$ cat src/rtl/gec_pkg.sv
package gec_pkg;
  typedef enum logic {
    OUT_PULSE  = 1'b0,
    OUT_TOGGLE = 1'b1
  } out_mode_e;
endpackage

$ cat src/rtl/gec_rst_sync.sv
module gec_rst_sync (
  input  logic clk,
  input  logic rst_n,
  output logic srst_n
);
  logic [1:0] stage_q;
  logic [1:0] stage_n;

  always_comb stage_n = {stage_q[0], 1'b1};

  always_ff @(posedge clk or negedge rst_n) begin
    if (!rst_n) stage_q <= 2'b00;
    else        stage_q <= stage_n;
  end

  assign srst_n = stage_q[1];
endmodule

$ cat src/rtl/gec_sync.sv
module gec_sync #(
  parameter int unsigned BITS = 2
) (
  input  logic            clk,
  input  logic            rst_n,
  input  logic [BITS-1:0] d_in,
  output logic [BITS-1:0] q_out
);
  logic [BITS-1:0] meta_q;
  logic [BITS-1:0] sync_q;

  always_ff @(posedge clk or negedge rst_n) begin
    if (!rst_n) begin
      meta_q <= '0;
      sync_q <= '0;
    end else begin
      meta_q <= d_in;
      sync_q <= meta_q;
    end
  end

  assign q_out = sync_q;
endmodule

$ cat src/rtl/gec_count.sv
module gec_count #(
  parameter int unsigned    WIDTH      = 32,
  parameter logic [WIDTH-1:0] INIT_COUNT = '1
) (
  input  logic             clk,
  input  logic             rst_n,
  input  logic             load_en,
  input  logic [WIDTH-1:0] load_val,
  input  logic             step,
  input  logic             dir_down,
  output logic [WIDTH-1:0] count,
  output logic             term_hit
);
  localparam logic [WIDTH-1:0] TOP = '1;

  logic [WIDTH-1:0] cnt_q;
  logic [WIDTH-1:0] cnt_n;
  logic             at_edge;

  always_comb begin
    at_edge  = dir_down ? (cnt_q == '0) : (cnt_q == TOP);
    term_hit = step && !load_en && at_edge;
    cnt_n    = cnt_q;
    if (load_en)
      cnt_n = load_val;
    else if (step)
      cnt_n = dir_down ? cnt_q - 1'b1 : cnt_q + 1'b1;
  end

  always_ff @(posedge clk or negedge rst_n) begin
    if (!rst_n) cnt_q <= INIT_COUNT;
    else        cnt_q <= cnt_n;
  end

  assign count = cnt_q;
endmodule

$ cat src/rtl/gec_outstage.sv
module gec_outstage
  import gec_pkg::*;
#(
  parameter int unsigned PULSE_CYC = 3
) (
  input  logic      clk,
  input  logic      rst_n,
  input  out_mode_e mode,
  input  logic      term_hit,
  input  logic      clear,
  output logic      out
);
  localparam int unsigned CW = $clog2(PULSE_CYC + 1);
  localparam logic [CW-1:0] LEN_M1 = CW'(PULSE_CYC - 1);

  logic          out_q, out_n;
  logic [CW-1:0] left_q, left_n;

  always_comb begin
    out_n  = out_q;
    left_n = left_q;
    if (clear) begin
      out_n  = 1'b0;
      left_n = '0;
    end else if (term_hit) begin
      if (mode == OUT_TOGGLE) begin
        out_n  = ~out_q;
        left_n = '0;
      end else begin
        out_n  = 1'b1;
        left_n = LEN_M1;
      end
    end else if (mode == OUT_PULSE && out_q) begin
      if (left_q == '0) out_n  = 1'b0;
      else              left_n = left_q - 1'b1;
    end
  end

  always_ff @(posedge clk or negedge rst_n) begin
    if (!rst_n) begin
      out_q  <= 1'b0;
      left_q <= '0;
    end else begin
      out_q  <= out_n;
      left_q <= left_n;
    end
  end

  assign out = out_q;
endmodule

$ cat src/rtl/gated_edge_counter.sv
module gated_edge_counter
  import gec_pkg::*;
#(
  parameter int unsigned      WIDTH      = 32,
  parameter logic [WIDTH-1:0] INIT_COUNT = '1,
  parameter int unsigned      PULSE_CYC  = 3
) (
  input  logic             clk,
  input  logic             rst_n,
  input  logic             src_in,
  input  logic             gate_in,
  input  logic             load_en,
  input  logic [WIDTH-1:0] load_val,
  input  logic             dir_sel,
  input  logic             dir_down_in,
  input  logic             mode_sel,
  output logic [WIDTH-1:0] count_o,
  output logic             ctr_out
);
  logic       srst_n;
  logic [1:0] sync_out;
  logic       src_s, gate_s;
  logic       src_d_q, src_d_n;
  logic       rise, step, dir_down, term_hit;

  gec_rst_sync u_rst (.clk(clk), .rst_n(rst_n), .srst_n(srst_n));

  gec_sync #(.BITS(2)) u_sync (
    .clk(clk), .rst_n(srst_n),
    .d_in({gate_in, src_in}), .q_out(sync_out)
  );

  assign src_s  = sync_out[0];
  assign gate_s = sync_out[1];

  always_comb src_d_n = src_s;

  always_ff @(posedge clk or negedge srst_n) begin
    if (!srst_n) src_d_q <= 1'b0;
    else         src_d_q <= src_d_n;
  end

  always_comb begin
    rise     = src_s && !src_d_q;
    step     = rise && gate_s;
    dir_down = dir_sel ? ctr_out : dir_down_in;
  end

  gec_count #(.WIDTH(WIDTH), .INIT_COUNT(INIT_COUNT)) u_count (
    .clk(clk), .rst_n(srst_n), .load_en(load_en), .load_val(load_val),
    .step(step), .dir_down(dir_down), .count(count_o), .term_hit(term_hit)
  );

  gec_outstage #(.PULSE_CYC(PULSE_CYC)) u_out (
    .clk(clk), .rst_n(srst_n), .mode(out_mode_e'(mode_sel)),
    .term_hit(term_hit), .clear(load_en), .out(ctr_out)
  );
endmodule

$ cat config.mk
export PLATFORM = sky130hd
export DESIGN_NAME = gated_edge_counter
export DESIGN_NICKNAME = d
export VERILOG_FILES = /design/src/rtl/gec_pkg.sv /design/src/rtl/gec_rst_sync.sv /design/src/rtl/gec_sync.sv /design/src/rtl/gec_count.sv /design/src/rtl/gec_outstage.sv /design/src/rtl/gated_edge_counter.sv
export SDC_FILE = /design/constraint.sdc
export NUM_CORES = 1
export LEC_CHECK = 0
export ABC_AREA = 1
export BUFFER_PORTS_ARGS = -buffer_cell sky130_fd_sc_hd__buf_2
export CAP_MARGIN = 10
export CORE_ASPECT_RATIO = 1.1
export CORE_UTILIZATION = 30
export DETAILED_ROUTE_END_ITERATION = 7
export GPL_TIMING_DRIVEN = 0
export PLACE_DENSITY = 0.54
export SYNTH_ARGS = -nofsm -noshare
export SYNTH_HDL_FRONTEND = slang
export SYNTH_HIERARCHICAL = 1
export SYNTH_SLANG_ARGS = --single-unit
export TNS_END_PERCENT = 100
$ cat constraint.sdc
create_clock -name clk -period 3 [get_ports clk]
set_input_delay 0.3 -clock clk [delete_from_list [all_inputs] [get_ports clk]]
set_output_delay 0.3 -clock clk [all_outputs]
set_load 0.03 [all_outputs]
==> results of run 1 <==
==> flip-flops by register name (all words and copies together), names as in the netlist <==
name           cells
u_out/out          1
u_sync/q_out       2
u_rst/stage_q      2
u_out/left_q       2
u_count/count     32
src_d_q            1
u_sync/meta_q      2
==> kinds of logic (layout without fill, tap and decap cells) <==
group	Yosys count	count (layout)
simple gates	417	417
buf+inv	138	220
compound gates	69	69
flops	42	42
fa+ha+maj	32	32
xor+xnor	10	10
other cells	1	1
==> per-layer routing <==
layer	global-route usage, %	vias to the layer above
met2	33.7	108
met4	6.03	0
li1	-	2393
met5	0	-
met1	24.3	2052
met3	2.41	23
==> cells in the mapped netlist, drive strengths merged, types with 10 or more instances <==
library cell	instances	area [um^2]
dfrtp	10	250
a22oi	22	165
nand2	280	1070
nand3	54	295
a21oi	25	125
dfstp	32	841
o21ai	10	50.0
xnor2	10	87.6
ha	31	388
nor2	59	241
inv	128	480
nand4	12	75.1
==> area by class of cell <==
type | count | area share, %
repair buffers | 74 | 7.68
inverters | 128 | 9.45
well taps | 188 | 4.63
multi-input cells | 529 | 53.1
clock inverters | 2 | 0.197
plain buffers | 10 | 0.935
clock buffers | 6 | 2.53
flip-flops and latches | 42 | 21.5
==> timing repair <==
action,4_1_cts,5_1_grt
setup endpoints to repair,0,3
hold buffers,1,0
hold endpoints to repair,2,0
resized for setup,0,1
==> worst max-delay path, delay by kind of cell (launching register included) <==
family,cells,cell delay (ps)
and+or+nand+nor,11,1370
adders and majority gates,1,640
DFF,1,420
==> worst max-delay path by stage <==
| stage | slack, ps | endpoint | cells after the start |
|---|---|---|---|
| after global routing | 250 | u_count/count[20] | 12 |
| after global placement | -340 | u_count/count[20] | 12 |
| after detailed placement | 210 | u_count/count[20] | 12 |
| final | 490 | u_count/count[20] | 12 |
| after CTS | 180 | u_count/count[20] | 12 |
| after floorplan | 390 | u_count/count[24] | 12 |
==> report_power, final <==
part           switching [uW]  leakage, uW  total (uW)  internal [uW]
Sequential               94.9     0.000456         761            666
Clock                     230    0.0000706         536            306
Combinational             583      0.00234         882            299
Total                     908      0.00287        2180           1270
==> through the flow <==
stage          instances  instance area, um^2  utilization [%]  hold WS [ps]
3_3_place_gp         969                 4910             35.3          88.2
3_5_place_dp         970                 4930             35.5          90.1
5_1_grt              979                 5080             36.6           111
4_1_cts              979                 5080             36.5           109
6_report             979                 5080             36.6           119
2_1_floorplan        709                 4310                -          4.41
==> results.py, run 1 <==
metrics = {
    "status": {
        "outcome": "finished clean",
    },
    "synth": {
        "synth_top_family_by_area": "simple AND/OR/NAND/NOR gates",
        "synth_fa_ha_area_share_pct": 9.46,
        "synth_area_um2": 4310,
        "synth_compound_area_share_pct": 10.0,
        "ys_ff_latch": 42,
        "synth.distinct_cells": 32,
        "synth_simple_gate_area_share_pct": 40.8,
        "synth_mux_area_share_pct": 0,
        "synth_area_per_cell_um2": 6.08,
        "synth-async-reset-ratio_pct": 100,
        "synthesis.instances": 709,
        "ys_seq_area_share_pct": 25.3,
        "synth_nets": 781,
        "ys.flop_type": "dfstp_2",
        "synth_edf_count": 0,
        "synth_xor_area_share_pct": 2.03,
        "yosysWarnings": 6,
    },
    "clock_network": {
        "cts_tree": "done",
        "cts_setup_buffers": 0,
        "cts_num_sinks": 42,
        "cts_buffers": 5,
        "cts-root-buf": "clkbuf_16",
        "clk_pin_slew_ps": 60,
        "clock_path_buffers": 2,
        "clk_latency_ps": 290,
        "htreeDepth": 2,
    },
    "worst_setup_path": {
        "worstReg2RegEnd": "u_count/count[20]",
        "setup.worst_path.class": "register to register",
        "r2r_start": "u_out/out",
        "crit_top_cell": "nand3_1",
        "r2r_cells": 12,
        "critPathMaxStageDelay_ps": 640,
        "crit_required_ps": 3230,
        "crit_chain": "nand2_1, nand2_4, fa_1, nand3_1, nand3_1, nand3_1, nand3_2, nand2_1, nand2_1, nand2_1, nand3_1, nand3_1",
        "setup.worst_path.end_class": "register",
        "crit_arrival_ps": 2740,
        "crit_path_start": "u_out/out",
        "start_kind": "register",
        "critPathMaxFanout": 34,
        "r2r_slack_ps": 490,
        "worst_path_max_delay_cell": "fa_1",
    },
    "die": {
        "die-area_um2": 14900,
        "fp.dieW_um": 116,
        "num_io_pins": 73,
        "die_h_um": 128,
        "coreArea_um2": 13900,
        "initial_utilization_pct": 31.0,
        "num_rows": 45,
    },
    "global_routing": {
        "grt_max_degree": 35,
        "grt_pass1_vias": 4391,
        "grt_util_all_layers_pct": 19.3,
        "antenna_found_initial": 0,
        "grt_pass1_wl_um": 22000,
        "grt.overflow.total": 0,
    },
    "pwr": {
        "peakVddDrop_mv": 0.234,
        "p_leak_uw": 0.00287,
        "power.density_nw_per_um2": 428,
        "p_total_uw": 2180,
    },
    "route": {
        "antenna_left": 0,
        "drt-initial-drc-count": 220,
        "wl_met2_um": 6530,
        "met3WireLength_um": 544,
        "top_layer": "met4",
        "routed_wl_um": 13700,
        "vias": 4576,
        "first_pass_iters": 5,
        "wl_per_cell_um": 14.0,
        "drt-met1-wl_um": 6310,
        "viasPerCell": 4.67,
        "remaining_drc_errors": 0,
    },
    "final_layout": {
        "num-nets-final": 862,
        "layout_common_cells": "270 x nand2_1, 127 x inv_1, 77 x buf_2",
        "final_common_cell": "nand2_1",
        "fillCellCount": 1601,
        "layout-area-overhead-vs-synth_pct": 17.9,
        "diodes": 0,
        "layout.area.seq_um2": 1090,
        "multi_input_area_um2": 2700,
        "drive_above_1_share_pct": 18.0,
    },
    "sta": {
        "period_share_pct": 83.7,
        "worst_pin_slew_ps": 684,
        "period_needed_ps": 2510,
        "fmax_ghz": 0.398,
        "setup_violations": 0,
        "max-slew-margin-rel_pct": 54.0,
        "slew_violations": 0,
        "finalSetupTns_ps": 0,
        "fin_ws_ps": 489,
        "hold_viol": 0,
        "skew_ps": 5.90,
        "grt_setup_unrepaired": "no",
    },
    "place": {
        "dp_hpwl_um": 11200,
        "dp_slack_ps": 210,
        "io_buffers": 72,
        "place.gp.congestion": 0.840,
    },
    "hold_path": {
        "hold_path_depth": 1,
        "hp-start": "src_in",
        "hold_end": "u_sync/meta_q[0]",
        "min-delay-path-class": "input port to register",
    },
    "job": {
        "maxCapViolations": 0,
    },
}
(Power assumes the default switching activity.)
==> inputs of run 2 (changes only) <==
Settings changed: ABC_AREA 1 to 0, PLACE_DENSITY 0.54 to 0.57.
Clock period 3 ns to 2.03 ns, I/O delays scaled along.
==> results.py, run 2 <==
metrics = {
    "route": {
        "routed_wl_um": 11500,
        "viasPerCell": 5.30,
        "drt-initial-drc-count": 143,
        "wl_per_cell_um": 17.2,
        "antenna_left": 0,
        "vias": 3549,
        "remaining_drc_errors": 0,
        "first_pass_iters": 4,
    },
    "synth": {
        "synth_area_per_cell_um2": 8.94,
        "synth_area_um2": 3550,
        "synth_edf_count": 0,
        "synth_top_cell_area_share_pct": 23.7,
        "yosys-top-cells-count": "40 x nand2_1, 40 x o21ai_0, 32 x dfstp_2, 31 x ha_1, 26 x a21oi_1",
        "synth_area_leader_cell": "dfstp_2",
        "synthesis.instances": 397,
        "ys_ff_latch": 42,
        "ys.flop_type": "dfstp_2",
        "yosysWarnings": 6,
        "ys_seq_area_share_pct": 30.7,
        "synth-async-reset-ratio_pct": 100,
        "synth_nets": 469,
        "synth.distinct_cells": 56,
        "ys_top_cells_by_area": "dfstp_2 24%, ha_1 11%, dfrtp_1 7.1%, mux2i_1 6.2%, o21ai_0 5.6%",
    },
    "final_layout": {
        "final_common_cell": "buf_2",
        "num-nets-final": 590,
        "drive_above_1_share_pct": 43.7,
        "diodes": 0,
        "multi_input_area_um2": 2850,
        "layout.area.seq_um2": 1090,
        "layout-area-overhead-vs-synth_pct": 44.7,
        "largest_reg_flops": 32,
        "fillCellCount": 1101,
        "layout_common_cells": "73 x buf_2, 40 x nand2_1, 32 x dfstp_2",
    },
    "global_routing": {
        "antenna_found_initial": 0,
        "grt.overflow.total": 0,
        "grt_max_degree": 27,
        "grtUsageMet2_pct": 32.9,
        "grt_pass1_vias": 3557,
        "grtUsageMet1_pct": 24.0,
        "met3_usage_pct": 2.98,
        "grt.busiest_layer": "met2",
        "grt_pass1_wl_um": 18300,
        "grt_util_all_layers_pct": 19.2,
    },
    "sta": {
        "grt_setup_unrepaired": "yes",
        "worst_pin_slew_ps": 748,
        "setup_violations": 31,
        "skew_ps": 3.76,
        "period_share_pct": 155,
        "slew_violations": 0,
        "finalSetupTns_ps": -23330,
        "hold_viol": 0,
        "period_needed_ps": 3150,
        "fin_ws_ps": -1120,
        "max-slew-margin-rel_pct": 50.2,
        "fmax_ghz": 0.318,
    },
    "worst_setup_path": {
        "start_kind": "register",
        "crit_required_ps": 2230,
        "crit_top_cell": "a21oi_2",
        "cp.buffers_inverters": 0,
        "critPathMaxStageDelay_ps": 440,
        "crit_arrival_ps": 3350,
        "critPathMaxFanout": 6,
        "crit_chain": "mux2_8, ha_1, a21oi_2, o2111ai_1, o21ai_2, o221ai_2, a21oi_2, o211ai_1, or3_1, a31oi_1, o21ai_1",
        "setup.worst_path.end_class": "register",
        "cp_top_family": "compound AO/OA/AOI/OAI gates",
        "setup.worst_path.class": "register to register",
        "worst_path_max_delay_cell": "dfrtp_2",
    },
    "place": {
        "place.gp.congestion": 0.907,
        "dp_hpwl_um": 7590,
        "io_buffers": 72,
    },
    "status": {
        "outcome": "complete, but fails checks",
        "violations": "negative setup slack",
    },
    "die": {
        "die-area_um2": 12300,
        "num_io_pins": 73,
        "die_h_um": 116,
        "initial_utilization_pct": 30.9,
        "num_rows": 41,
        "fp.dieW_um": 106,
        "coreArea_um2": 11500,
    },
    "clock_network": {
        "cts_tree": "done",
        "clk_latency_ps": 290,
        "cts_num_sinks": 42,
        "clock_path_buffers": 2,
        "clk_pin_slew_ps": 60,
        "cts-root-buf": "clkbuf_16",
        "cts_buffers": 5,
        "htreeDepth": 2,
    },
    "pwr": {
        "p_leak_uw": 0.00215,
        "p_total_uw": 3610,
        "power.density_nw_per_um2": 703,
        "peakVddDrop_mv": 0.313,
    },
    "hold_path": {
        "min-delay-path-class": "input port to register",
    },
    "job": {
        "maxCapViolations": 0,
    },
}
run 2: area by class of cell:
class,count,area share [%]
Sequential cell,42,21.3
Clock buffer,5,2.44
Timing Repair Buffer,111,14.2
Tap cell,150,3.66
Inverter,7,0.512
Multi-Input combinational cell,338,55.6
Clock inverter,3,1.34
Buffer,13,0.999
run 2: worst paths after layout:
kind,start,endpoint,slack (ps),depth (start not counted)
max,u_out/out,u_count/count[29],-1120,11
min,gate_in,u_sync/meta_q[1],20,1
max reg2reg,u_out/out,u_count/count[29],-1120,11
min reg2reg,u_sync/meta_q[0],u_sync/q_out[0],350,0
max in group asynchronous,u_rst/stage_q[1],u_count/count[6],1280,1
min in group asynchronous,rst_n,u_rst/stage_q[0],220,2
run 2: stage by stage:
step	hold WS [ps]	utilization (%)	area, um^2	std cells	setup slack (ps)
global route	3.33	44.7	5130	669	-1240
floorplan	-92.6	-	3590	397	-1100
detailed placement	-9.93	36.2	4160	620	-1390
global placement	-10.5	36.0	4140	619	-1380
finish	15.7	44.7	5130	669	-1120
CTS	7.64	42.6	4900	655	-1030
run 2: what timing repair did:
item / 4_1_cts / 5_1_grt
hold buffers: 1 / 0
gates resized for setup: 60 / 34
pin swaps: 25 / 32
gates cloned: 4 / 0
buffers inserted: 24 / 16
hold endpoints to repair: 2 / 0
setup endpoints to repair: 33 / 33
run 2: per-layer routing:
metal / vias to the layer above / share of wire [%]
met5: - / 0
met4: 0 / 2.0
li1: 1734 / -
met3: 17 / 4.1
met1: 1713 / 45
met2: 85 / 49
run 2: report_power, final:
group          switching, uW  total, uW  internal (uW)
clock                    353       1060            707
sequential               146       1120            978
combinational            781       1430            644
total                   1280       3610           2330
run 2: logic make-up after synthesis:
group                    Yosys count  synth area share (%)
adder cells (fa/ha/maj)           32                  11.5
AND/OR/NAND/NOR                  133                  19.8
other                              1                 0.106
flip-flops                        42                  30.7
buffers and inverters             21                  2.22
multiplexers                      23                  6.63
XOR/XNOR                          24                  5.92
AO/OA/AOI/OAI                    121                  23.1
==> inputs of run 3 (changes only) <==
Settings changed: CORE_ASPECT_RATIO 1.1 to unset.
==> results.py, run 3 (synthesized netlist as in run 2, its figures left out) <==
metrics = {
    "place": {
        "io_buffers": 72,
        "place.gp.congestion": 0.871,
        "dp_hpwl_um": 7570,
    },
    "die": {
        "num_rows": 39,
        "num_io_pins": 73,
        "die-area_um2": 12300,
        "die_h_um": 111,
        "initial_utilization_pct": 30.9,
        "coreArea_um2": 11500,
        "fp.dieW_um": 111,
    },
    "sta": {
        "worst_pin_slew_ps": 699,
        "whs_ps": 19.2,
        "skew_ps": 7.40,
        "max-slew-margin-rel_pct": 53.4,
        "period_needed_ps": 3070,
        "grt_setup_unrepaired": "yes",
        "setup_violations": 31,
        "fmax_ghz": 0.326,
        "period_share_pct": 151,
        "hold_viol": 0,
        "fin_ws_ps": -1040,
        "finalSetupTns_ps": -21680,
        "slew_violations": 0,
    },
    "final_layout": {
        "largest_reg_flops": 32,
        "num-nets-final": 602,
        "layout_common_cells": "72 x buf_2, 40 x buf_4, 39 x nand2_1",
        "layout-area-overhead-vs-synth_pct": 51.1,
        "drive_above_1_share_pct": 48.6,
        "diodes": 0,
        "final_common_cell": "buf_2",
    },
    "worst_setup_path": {
        "setup.worst_path.end_class": "register",
        "critPathMaxFanout": 5,
        "crit_required_ps": 2240,
        "setup.worst_path.class": "register to register",
        "crit_arrival_ps": 3280,
        "crit_path_start": "u_out/out",
        "r2r_start": "u_out/out",
        "start_kind": "register",
    },
    "hold_path": {
        "hp-start": "src_in",
        "min-delay-path-class": "input port to register",
    },
    "clock_network": {
        "clk_latency_ps": 290,
        "clock_path_buffers": 2,
        "clk_pin_slew_ps": 60,
        "cts_tree": "done",
        "cts-root-buf": "clkbuf_16",
        "cts_buffers": 5,
        "htreeDepth": 2,
        "cts_num_sinks": 42,
    },
    "route": {
        "vias": 3646,
        "routed_wl_um": 12000,
        "remaining_drc_errors": 0,
        "wl_per_cell_um": 17.7,
        "wl_met2_um": 5760,
        "viasPerCell": 5.41,
        "drt-initial-drc-count": 190,
        "top_layer": "met4",
        "antenna_left": 0,
        "met3WireLength_um": 606,
        "drt-met1-wl_um": 5340,
        "first_pass_iters": 5,
    },
    "status": {
        "violations": "negative setup slack",
        "outcome": "complete, but fails checks",
    },
    "global_routing": {
        "grt.overflow.total": 0,
        "grt_pass1_vias": 3601,
        "grt_max_degree": 27,
        "grt_util_all_layers_pct": 19.1,
        "grt_pass1_wl_um": 18800,
        "antenna_found_initial": 0,
    },
    "pwr": {
        "peakVddDrop_mv": 0.631,
        "swShare_pct": 37.2,
        "intPower_uw": 2280,
        "p_leak_uw": 0.00222,
        "p_seq_share_pct": 30.9,
        "combPwrFrac_pct": 43.4,
        "switching_power_uw": 1350,
        "power_frac_clock_pct": 25.8,
        "power.density_nw_per_um2": 677,
    },
    "job": {
        "maxCapViolations": 0,
    },
}
## run 3: area by class of cell
type,count,area [um^2]
fillers,1059,6100
multi-input cells,338,3040
flip-flops and latches,42,1090
repair buffers,123,801
well taps,143,179
clock buffers,5,125
plain buffers,13,51.3
clock inverters,3,45.0
inverters,7,26.3
## run 3: final timing paths
check | slack, ps | end | cells past startpoint
setup / recovery | -1040 | u_count/count[24] | 13
hold / removal | 20 | u_sync/meta_q[0] | 1
setup reg to reg | -1040 | u_count/count[24] | 13
hold reg to reg | 180 | u_sync/meta_q[0] | 0
max in group asynchronous | 1310 | u_count/count[26] | 1
min in group asynchronous | 180 | u_sync/meta_q[0] | 0
## run 3: repair_timing
item	CTS	global route
setup endpoints to repair	33	32
hold buffers	1	0
pin swaps	28	32
cloned	4	0
gates resized for setup	89	36
buffers inserted	33	18
hold endpoints to repair	2	0
## run 3: critical path: stages (launching register included)
cell       delay [ps]
dfrtp_2           430
mux2_8            340
ha_2              360
a21oi_4           200
o21ai_2            90
a21oi_2           160
o21bai_2          110
a2111oi_4         290
buf_4             190
a2bb2oi_4         220
o21bai_2           80
a21oi_2           130
nor4b_1            70
or3_1             310
## run 3: power by group through the flow
stage          registers [uW]  clock network (uW)  logic [uW]
2_1_floorplan            1240                   0         694
3_3_place_gp             1120                   0        1090
3_5_place_dp             1120                   0        1120
5_1_grt                  1140                 999        1690
4_1_cts                  1120                 965        1420
6_report                 1120                 935        1570
## run 3: per-stage QoR
step,util (%),power [uW],instances,worst slack [ps],instance area (um^2)
detailed placement,36.2,2240,613,-1400,4150
floorplan,-,1930,397,-1100,3590
global route,46.8,3830,674,-1150,5360
CTS,44.3,3510,658,-1000,5080
global placement,36.0,2210,612,-1380,4130
finish,46.8,3630,674,-1040,5360
## run 3: metal layers
| layer | vias up | GRT usage [%] |
|---|---|---|
| met3 | 21 | 3.83 |
| met2 | 107 | 30.7 |
| met1 | 1760 | 25.8 |
| met4 | 0 | 5.51 |
| met5 | - | 0 |
| li1 | 1758 | - |
